<file path="config.mk">
export PLATFORM = sky130hd
export DESIGN_NAME = eeprom_host_ctrl
export DESIGN_NICKNAME = d
export VERILOG_FILES = /design/src/rtl/eeprom_host_pkg.sv /design/src/rtl/ee_phase_timer.sv /design/src/rtl/ee_poll_timer.sv /design/src/rtl/ee_seq_fsm.sv /design/src/rtl/eeprom_host_ctrl.sv
export SDC_FILE = /design/constraint.sdc
export NUM_CORES = 1
export LEC_CHECK = 0
export BUFFER_PORTS_ARGS = -buffer_cell sky130_fd_sc_hd__buf_4
export CAP_MARGIN = 20
export CORE_MARGIN = 4
export CORE_UTILIZATION = 50
export CTS_BUF_LIST = sky130_fd_sc_hd__clkbuf_4
export CTS_CLUSTER_SIZE = 24
export DETAILED_ROUTE_END_ITERATION = 10
export PLACE_DENSITY = 0.87
export SYNTH_ARGS = -nofsm -noshare
export SYNTH_HDL_FRONTEND = slang
export SYNTH_SLANG_ARGS = --single-unit
</file>
<file path="constraint.sdc">
create_clock -name clk -period 2.9 [get_ports clk]
set_input_delay 0.725 -clock clk [delete_from_list [all_inputs] [get_ports clk]]
set_output_delay 0.725 -clock clk [all_outputs]
set_load 0.01 [all_outputs]
</file>
<file path="src/rtl/eeprom_host_pkg.sv">
package eeprom_host_pkg;

  typedef enum logic [2:0] {
    ST_IDLE   = 3'd0,
    ST_WSETUP = 3'd1,
    ST_WPULSE = 3'd2,
    ST_WHOLD  = 3'd3,
    ST_PREAD  = 3'd4,
    ST_PGAP   = 3'd5,
    ST_RREAD  = 3'd6
  } ctl_state_e;

  // nanoseconds to clock cycles, rounded up, never below one
  function automatic int ns_to_cyc(input int ns, input int clk_ns);
    int c;
    c = (ns + clk_ns - 1) / clk_ns;
    return (c < 1) ? 1 : c;
  endfunction

  function automatic int imax2(input int a, input int b);
    return (a > b) ? a : b;
  endfunction

endpackage

</file>
<file path="src/rtl/ee_phase_timer.sv">
module ee_phase_timer #(
  parameter int W = 5
) (
  input  logic         clk,
  input  logic         rst,
  input  logic         load,
  input  logic [W-1:0] load_val,
  output logic         expired
);
  logic [W-1:0] cnt;

  always_ff @(posedge clk) begin
    if (rst)              cnt <= '0;
    else if (load)        cnt <= load_val;
    else if (cnt != '0)   cnt <= cnt - 1'b1;
  end

  assign expired = (cnt == '0);
endmodule

</file>
<file path="src/rtl/ee_poll_timer.sv">
module ee_poll_timer #(
  parameter int LIMIT = 1000,
  parameter int W     = 10
) (
  input  logic clk,
  input  logic rst,
  input  logic clear,
  input  logic run,
  output logic limit_hit
);
  localparam logic [W-1:0] LIM = W'(LIMIT);
  logic [W-1:0] cnt;

  always_ff @(posedge clk) begin
    if (rst || clear)          cnt <= '0;
    else if (run && cnt < LIM) cnt <= cnt + 1'b1;
  end

  assign limit_hit = (cnt >= LIM);
endmodule

</file>
<file path="src/rtl/ee_seq_fsm.sv">
module ee_seq_fsm
  import eeprom_host_pkg::*;
#(
  parameter int AW      = 11,
  parameter int DW      = 8,
  parameter int PH_W    = 5,
  parameter int S_CYC   = 2,
  parameter int P_CYC   = 15,
  parameter int H_CYC   = 2,
  parameter int RD_CYC  = 20,
  parameter int GAP_CYC = 2
) (
  input  logic            clk,
  input  logic            rst,
  input  logic            req_valid,
  input  logic            req_write,
  input  logic [AW-1:0]   req_addr,
  input  logic [DW-1:0]   req_wdata,
  output logic            req_ready,
  output logic            rsp_done,
  output logic            rsp_error,
  output logic [DW-1:0]   rsp_rdata,
  output logic [AW-1:0]   mem_addr,
  output logic [DW-1:0]   mem_dout,
  output logic            mem_drive,
  input  logic [DW-1:0]   mem_din,
  output logic            mem_ce_n,
  output logic            mem_oe_n,
  output logic            mem_we_n,
  output logic            ph_load,
  output logic [PH_W-1:0] ph_val,
  input  logic            ph_expired,
  output logic            to_clear,
  output logic            to_run,
  input  logic            to_hit
);
  ctl_state_e state, nxt;
  logic       accept, finish, fail, capture;
  logic       bit_ok;

  function automatic logic [PH_W-1:0] phase_len(input ctl_state_e s);
    case (s)
      ST_WSETUP: return PH_W'(S_CYC);
      ST_WPULSE: return PH_W'(P_CYC);
      ST_WHOLD:  return PH_W'(H_CYC);
      ST_PREAD:  return PH_W'(RD_CYC);
      ST_PGAP:   return PH_W'(GAP_CYC);
      ST_RREAD:  return PH_W'(RD_CYC);
      default:   return PH_W'(1);
    endcase
  endfunction

  assign bit_ok = (mem_din[DW-1] == mem_dout[DW-1]);

  always_comb begin
    nxt     = state;
    accept  = 1'b0;
    finish  = 1'b0;
    fail    = 1'b0;
    capture = 1'b0;
    case (state)
      ST_IDLE:
        if (req_valid) begin
          accept = 1'b1;
          nxt    = req_write ? ST_WSETUP : ST_RREAD;
        end
      ST_WSETUP: if (ph_expired) nxt = ST_WPULSE;
      ST_WPULSE: if (ph_expired) nxt = ST_WHOLD;
      ST_WHOLD:  if (ph_expired) nxt = ST_PREAD;
      ST_PREAD:
        if (ph_expired) begin
          capture = 1'b1;
          if (bit_ok) begin
            finish = 1'b1;
            nxt    = ST_IDLE;
          end else if (to_hit) begin
            finish = 1'b1;
            fail   = 1'b1;
            nxt    = ST_IDLE;
          end else begin
            nxt = ST_PGAP;
          end
        end
      ST_PGAP:   if (ph_expired) nxt = ST_PREAD;
      ST_RREAD:
        if (ph_expired) begin
          capture = 1'b1;
          finish  = 1'b1;
          nxt     = ST_IDLE;
        end
      default:   nxt = ST_IDLE;
    endcase
  end

  assign ph_load  = (nxt != state) && (nxt != ST_IDLE);
  assign ph_val   = phase_len(nxt) - 1'b1;
  assign to_clear = accept;
  assign to_run   = (state == ST_PREAD) || (state == ST_PGAP);

  always_ff @(posedge clk) begin
    if (rst) begin
      state     <= ST_IDLE;
      req_ready <= 1'b1;
      rsp_done  <= 1'b0;
      rsp_error <= 1'b0;
      rsp_rdata <= '0;
      mem_addr  <= '0;
      mem_dout  <= '0;
      mem_drive <= 1'b0;
      mem_ce_n  <= 1'b1;
      mem_oe_n  <= 1'b1;
      mem_we_n  <= 1'b1;
    end else begin
      state     <= nxt;
      req_ready <= (nxt == ST_IDLE);
      rsp_done  <= finish;
      rsp_error <= fail;
      if (capture) rsp_rdata <= mem_din;
      if (accept) begin
        mem_addr <= req_addr;
        mem_dout <= req_wdata;
      end
      mem_ce_n  <= !(nxt inside {ST_WSETUP, ST_WPULSE, ST_WHOLD, ST_PREAD, ST_RREAD});
      mem_oe_n  <= !(nxt inside {ST_PREAD, ST_RREAD});
      mem_we_n  <= (nxt != ST_WPULSE);
      mem_drive <= (nxt inside {ST_WSETUP, ST_WPULSE, ST_WHOLD});
    end
  end
endmodule

</file>
<file path="src/rtl/eeprom_host_ctrl.sv">
module eeprom_host_ctrl
  import eeprom_host_pkg::*;
#(
  parameter int AW        = 11,
  parameter int DW        = 8,
  parameter int CLK_NS    = 10,
  parameter int T_AS_NS   = 10,
  parameter int T_AH_NS   = 100,
  parameter int T_WP_NS   = 150,
  parameter int T_DS_NS   = 50,
  parameter int T_DH_NS   = 10,
  parameter int T_OES_NS  = 15,
  parameter int T_OEH_NS  = 15,
  parameter int T_RC_NS   = 200,
  parameter int T_ACC_NS  = 200,
  parameter int T_OEA_NS  = 80,
  parameter int T_WC_NS   = 10000000
) (
  input  logic          clk,
  input  logic          rst,
  input  logic          req_valid,
  output logic          req_ready,
  input  logic          req_write,
  input  logic [AW-1:0] req_addr,
  input  logic [DW-1:0] req_wdata,
  output logic          rsp_done,
  output logic          rsp_error,
  output logic [DW-1:0] rsp_rdata,
  output logic [AW-1:0] mem_addr,
  output logic [DW-1:0] mem_dout,
  output logic          mem_drive,
  input  logic [DW-1:0] mem_din,
  output logic          mem_ce_n,
  output logic          mem_oe_n,
  output logic          mem_we_n
);
  localparam int S_CYC   = imax2(ns_to_cyc(T_AS_NS, CLK_NS), ns_to_cyc(T_OES_NS, CLK_NS));
  localparam int P_CYC   = imax2(ns_to_cyc(T_WP_NS, CLK_NS),
                                 imax2(ns_to_cyc(T_AH_NS, CLK_NS), ns_to_cyc(T_DS_NS, CLK_NS)));
  localparam int H_CYC   = imax2(ns_to_cyc(T_DH_NS, CLK_NS), ns_to_cyc(T_OEH_NS, CLK_NS));
  localparam int RD_CYC  = imax2(ns_to_cyc(T_RC_NS, CLK_NS),
                                 imax2(ns_to_cyc(T_ACC_NS, CLK_NS), ns_to_cyc(T_OEA_NS, CLK_NS)));
  localparam int GAP_CYC = ns_to_cyc(T_OES_NS, CLK_NS);
  localparam int TO_CYC  = ns_to_cyc(T_WC_NS, CLK_NS);
  localparam int PH_MAX  = imax2(imax2(S_CYC, P_CYC), imax2(imax2(H_CYC, RD_CYC), GAP_CYC));
  localparam int PH_W    = $clog2(PH_MAX + 1);
  localparam int TO_W    = $clog2(TO_CYC + 1);

  logic            ph_load, ph_expired;
  logic [PH_W-1:0] ph_val;
  logic            to_clear, to_run, to_hit;

  ee_seq_fsm #(
    .AW(AW), .DW(DW), .PH_W(PH_W),
    .S_CYC(S_CYC), .P_CYC(P_CYC), .H_CYC(H_CYC),
    .RD_CYC(RD_CYC), .GAP_CYC(GAP_CYC)
  ) u_fsm (
    .clk(clk), .rst(rst),
    .req_valid(req_valid), .req_write(req_write),
    .req_addr(req_addr), .req_wdata(req_wdata), .req_ready(req_ready),
    .rsp_done(rsp_done), .rsp_error(rsp_error), .rsp_rdata(rsp_rdata),
    .mem_addr(mem_addr), .mem_dout(mem_dout), .mem_drive(mem_drive),
    .mem_din(mem_din), .mem_ce_n(mem_ce_n), .mem_oe_n(mem_oe_n), .mem_we_n(mem_we_n),
    .ph_load(ph_load), .ph_val(ph_val), .ph_expired(ph_expired),
    .to_clear(to_clear), .to_run(to_run), .to_hit(to_hit)
  );

  ee_phase_timer #(.W(PH_W)) u_phase (
    .clk(clk), .rst(rst), .load(ph_load), .load_val(ph_val), .expired(ph_expired)
  );

  ee_poll_timer #(.LIMIT(TO_CYC), .W(TO_W)) u_poll_to (
    .clk(clk), .rst(rst), .clear(to_clear), .run(to_run), .limit_hit(to_hit)
  );
endmodule

</file>
==> impl_metrics.py <==
metrics = {
    "floorplan": {
        "dieWidth_um": 82.9,
        "core_area_um2": 5270,
        "chipHeight_um": 82.9,
        "ios": 65,
        "initial_core_util": 0.532,
        "rows": 26,
        "die_area_um2": 6870,
    },
    "cts": {
        "clk_latency_ps": 410,
        "cts_buffers": 9,
        "clockRootBuffer": "clkbuf_4",
        "cts_hold_buffers": 0,
        "cts_tree": "done",
        "max-clock-path-buffers": 2,
        "cts_sinks": 62,
        "clk_pin_slew_ps": 100,
        "htree_levels": 3,
    },
    "drt": {
        "top_layer_used": "met4",
        "wl_um": 7460,
        "vias": 2833,
        "avgRoutedWirePerCell_um": 14.7,
        "met2_wirelength_um": 3660,
        "drtPass1Iterations": 5,
        "met3_length_um": 600,
        "viasPerCell": 5.57,
        "drc": 0,
        "drt_iter0_markers": 175,
        "wl_met1_um": 2980,
        "postRouteAntennaNets": 0,
    },
    "power": {
        "p_sw_frac": 0.391,
        "sequentialPowerShare": 0.324,
        "p_int_mw": 2.08,
        "pwr-share-clk": 0.160,
        "switchingPower_mw": 1.33,
        "cellLeakagePower_nw": 1.48,
        "design_power_total_mw": 3.41,
        "combPwrFrac": 0.515,
        "p_per_area_nw_per_um2": 939,
        "peakVddDrop_mv": 0.612,
    },
    "synthesis": {
        "post-synth-top-area-cell": "dfxtp_1",
        "yosysSeqAreaShare": 0.443,
        "synth.top_cell.area_share": 0.443,
        "netlist_top_cells_count": "nand2_1, dfxtp_1, a21oi_1",
        "synth_area_leaders": "dfxtp_1, nand2_1, a21oi_1",
        "ys_warn_count": 0,
        "synthFlopType": "dfxtp_1",
        "synth_cells": 355,
        "ys_async_sr_fraction": 0,
        "synthesis.area_um2": 2800,
        "synth_nets": 389,
        "ys_ff_latch": 62,
        "synth-edff-count": 0,
        "synth.distinct_cells": 48,
        "yosysMostFrequentCell": "nand2_1",
        "postSynthAreaPerCell_um2": 7.89,
    },
    "placed_design": {
        "globalplace.congestion": 0.938,
        "portBuffers": 64,
        "place_hpwl_um": 5290,
        "place_ws_ps": -44.7,
    },
    "grt": {
        "grt_use_total": 0.213,
        "grt_start_max_net_pins": 35,
        "grt_overflow": 0,
        "grt_pass1_wl_um": 12200,
        "grt_pass1_vias": 2664,
        "antenna_found_initial": 0,
    },
    "timing": {
        "setup_violations": 0,
        "holdWs_ps": 459,
        "maxSlewViolCount": 0,
        "layout_setup_ws_ps": 90.3,
        "post-route-period-util": 0.969,
        "fin_skew_ps": 12.0,
        "tightest_slew_ps": 631,
        "worst_slew_margin_rel": 0.578,
        "final-hold-violation-count": 0,
        "period_minus_slack_ps": 2810,
        "clock.fmax_mhz": 356,
    },
    "worst_setup_path": {
        "worstPathMaxFanout": 5,
        "startpoint_type": "flip-flop",
        "arrival_ps": 3110,
        "critPathSlowestCell": "or3_4",
        "criticalPathCategory": "reg2reg",
        "crit_buf_inv": 0,
        "cp_top_family": "simple AND/OR/NAND/NOR gates",
        "crit_chain": "or3_4 -> or3_4 -> a32o_2 -> and2_4 -> a311o_1 -> o211ai_1 -> ha_2 -> o211ai_1 -> a211oi_2 -> xnor2_1 -> nor2_1",
        "required_ps": 3200,
        "critPathMaxStageDelay_ps": 390,
        "cp-end-kind": "flip-flop",
    },
    "flow_run": {
        "cap_violations": 0,
    },
    "layout": {
        "area_growth_pct": 29.6,
        "multi_input_area_um2": 1500,
        "layout-drive-gt1-share": 0.262,
        "fillers": 413,
        "seq_area_um2": 1250,
        "fin_nets": 469,
        "n_antenna_cell": 0,
    },
    "run_status": {
        "status": "complete, no violations",
    },
    "min_path": {
        "min_path_type": "reg2reg",
    },
}
## placed cells by master, fill, tap and decap left out, drive strengths merged, types with 3 or more instances in the layout
cell type / instances
a21o: 4
nor2b: 3
nand3: 11
a21oi: 38
inv: 7
o21a: 5
ha: 3
a211oi: 3
nor3: 5
a31oi: 5
nor3b: 3
xor2: 12
nand2: 76
nor2: 37
clkbuf: 9
nand2b: 3
o21ai: 8
o211ai: 5
nand4: 7
and2: 3
dfxtp: 62
and3: 3
or3: 5
buf: 86
clkinv: 4
xnor2: 6
## logic make-up (layout without fill, tap and decap cells)
family / Yosys count / count (layout) / share of synthesized area
fa+ha+maj: 3 / 3 / 0.0134
compound gates: 83 / 83 / 0.188
simple gates: 165 / 165 / 0.267
flops: 62 / 62 / 0.443
buf+inv: 24 / 108 / 0.0330
xor+xnor: 18 / 18 / 0.0562
## metrics by stage
step | setup TNS, ps | cells | instance area (um2) | util
after CTS | 0 | 505 | 3570 | 0.677
final | 0 | 509 | 3630 | 0.689
after detailed placement | -44.7 | 490 | 3450 | 0.654
after global placement | 0 | 490 | 3450 | 0.654
after floorplan | 0 | 355 | 2800 | -
after global routing | -11.4 | 509 | 3630 | 0.689
## final timing paths
check / startpoint / end / slack (ps) / cells after the start
setup / recovery: u_phase.cnt[1] / u_phase.cnt[4] / 90 / 11
setup reg to reg: u_phase.cnt[1] / u_phase.cnt[4] / 90 / 11
hold reg to reg: u_fsm.mem_addr[9] / u_fsm.mem_addr[9] / 460 / 2
hold / removal: u_fsm.mem_addr[9] / u_fsm.mem_addr[9] / 460 / 2
## metal layers
layer  up-vias  GRT usage
met5         -          0
met4         0     0.0847
met3        27     0.0782
met2       121      0.351
met1      1301      0.253
li1       1384          -
## tightest hold or removal path: cells and delay by family (launching register included)
kind | cells | cell delay [ps]
and+or+nand+nor | 1 | 50
DFF | 1 | 320
AOI/OAI and AO/OA | 1 | 50
## layout make-up
| type | instances | share of cell area |
|---|---|---|
| multi-input combinational | 269 | 0.414 |
| sequential | 62 | 0.344 |
| timing repair buffer | 86 | 0.178 |
| tap | 70 | 0.0241 |
| clock buffer | 9 | 0.0186 |
| clock inverter | 6 | 0.0148 |
| inverter | 7 | 0.00724 |
## power by group through the flow
| stage | logic, mW | clock network [mW] | registers, mW |
|---|---|---|---|
| 2_1_floorplan | 0.987 | 0 | 1.13 |
| 3_3_place_gp | 1.59 | 0 | 1.11 |
| 3_5_place_dp | 1.61 | 0 | 1.12 |
| 4_1_cts | 1.62 | 0.559 | 1.10 |
| 5_1_grt | 1.91 | 0.594 | 1.12 |
| 6_report | 1.76 | 0.547 | 1.11 |
## state kept, by name, summed over array words and instances, names as in the netlist
| register | flops |
|---|---|
| u_poll_to.cnt | 20 |
| u_fsm.mem_addr | 11 |
| u_fsm.mem_dout | 8 |
| u_fsm.rsp_rdata | 8 |
| u_phase.cnt | 5 |
| u_fsm.state | 3 |
| u_fsm.mem_ce_n | 1 |
| u_fsm.mem_drive | 1 |
| u_fsm.mem_oe_n | 1 |
| u_fsm.mem_we_n | 1 |
| u_fsm.req_ready | 1 |
| u_fsm.rsp_done | 1 |
| u_fsm.rsp_error | 1 |
## repair_timing
action | 4_1_cts | 5_1_grt
endpoints found under the hold margin | 0 | 0
endpoints found under the setup margin | 0 | 1
buffers inserted | 0 | 4
resized for setup | 0 | 12
No activity file was read; power rests on OpenSTA's default activity.
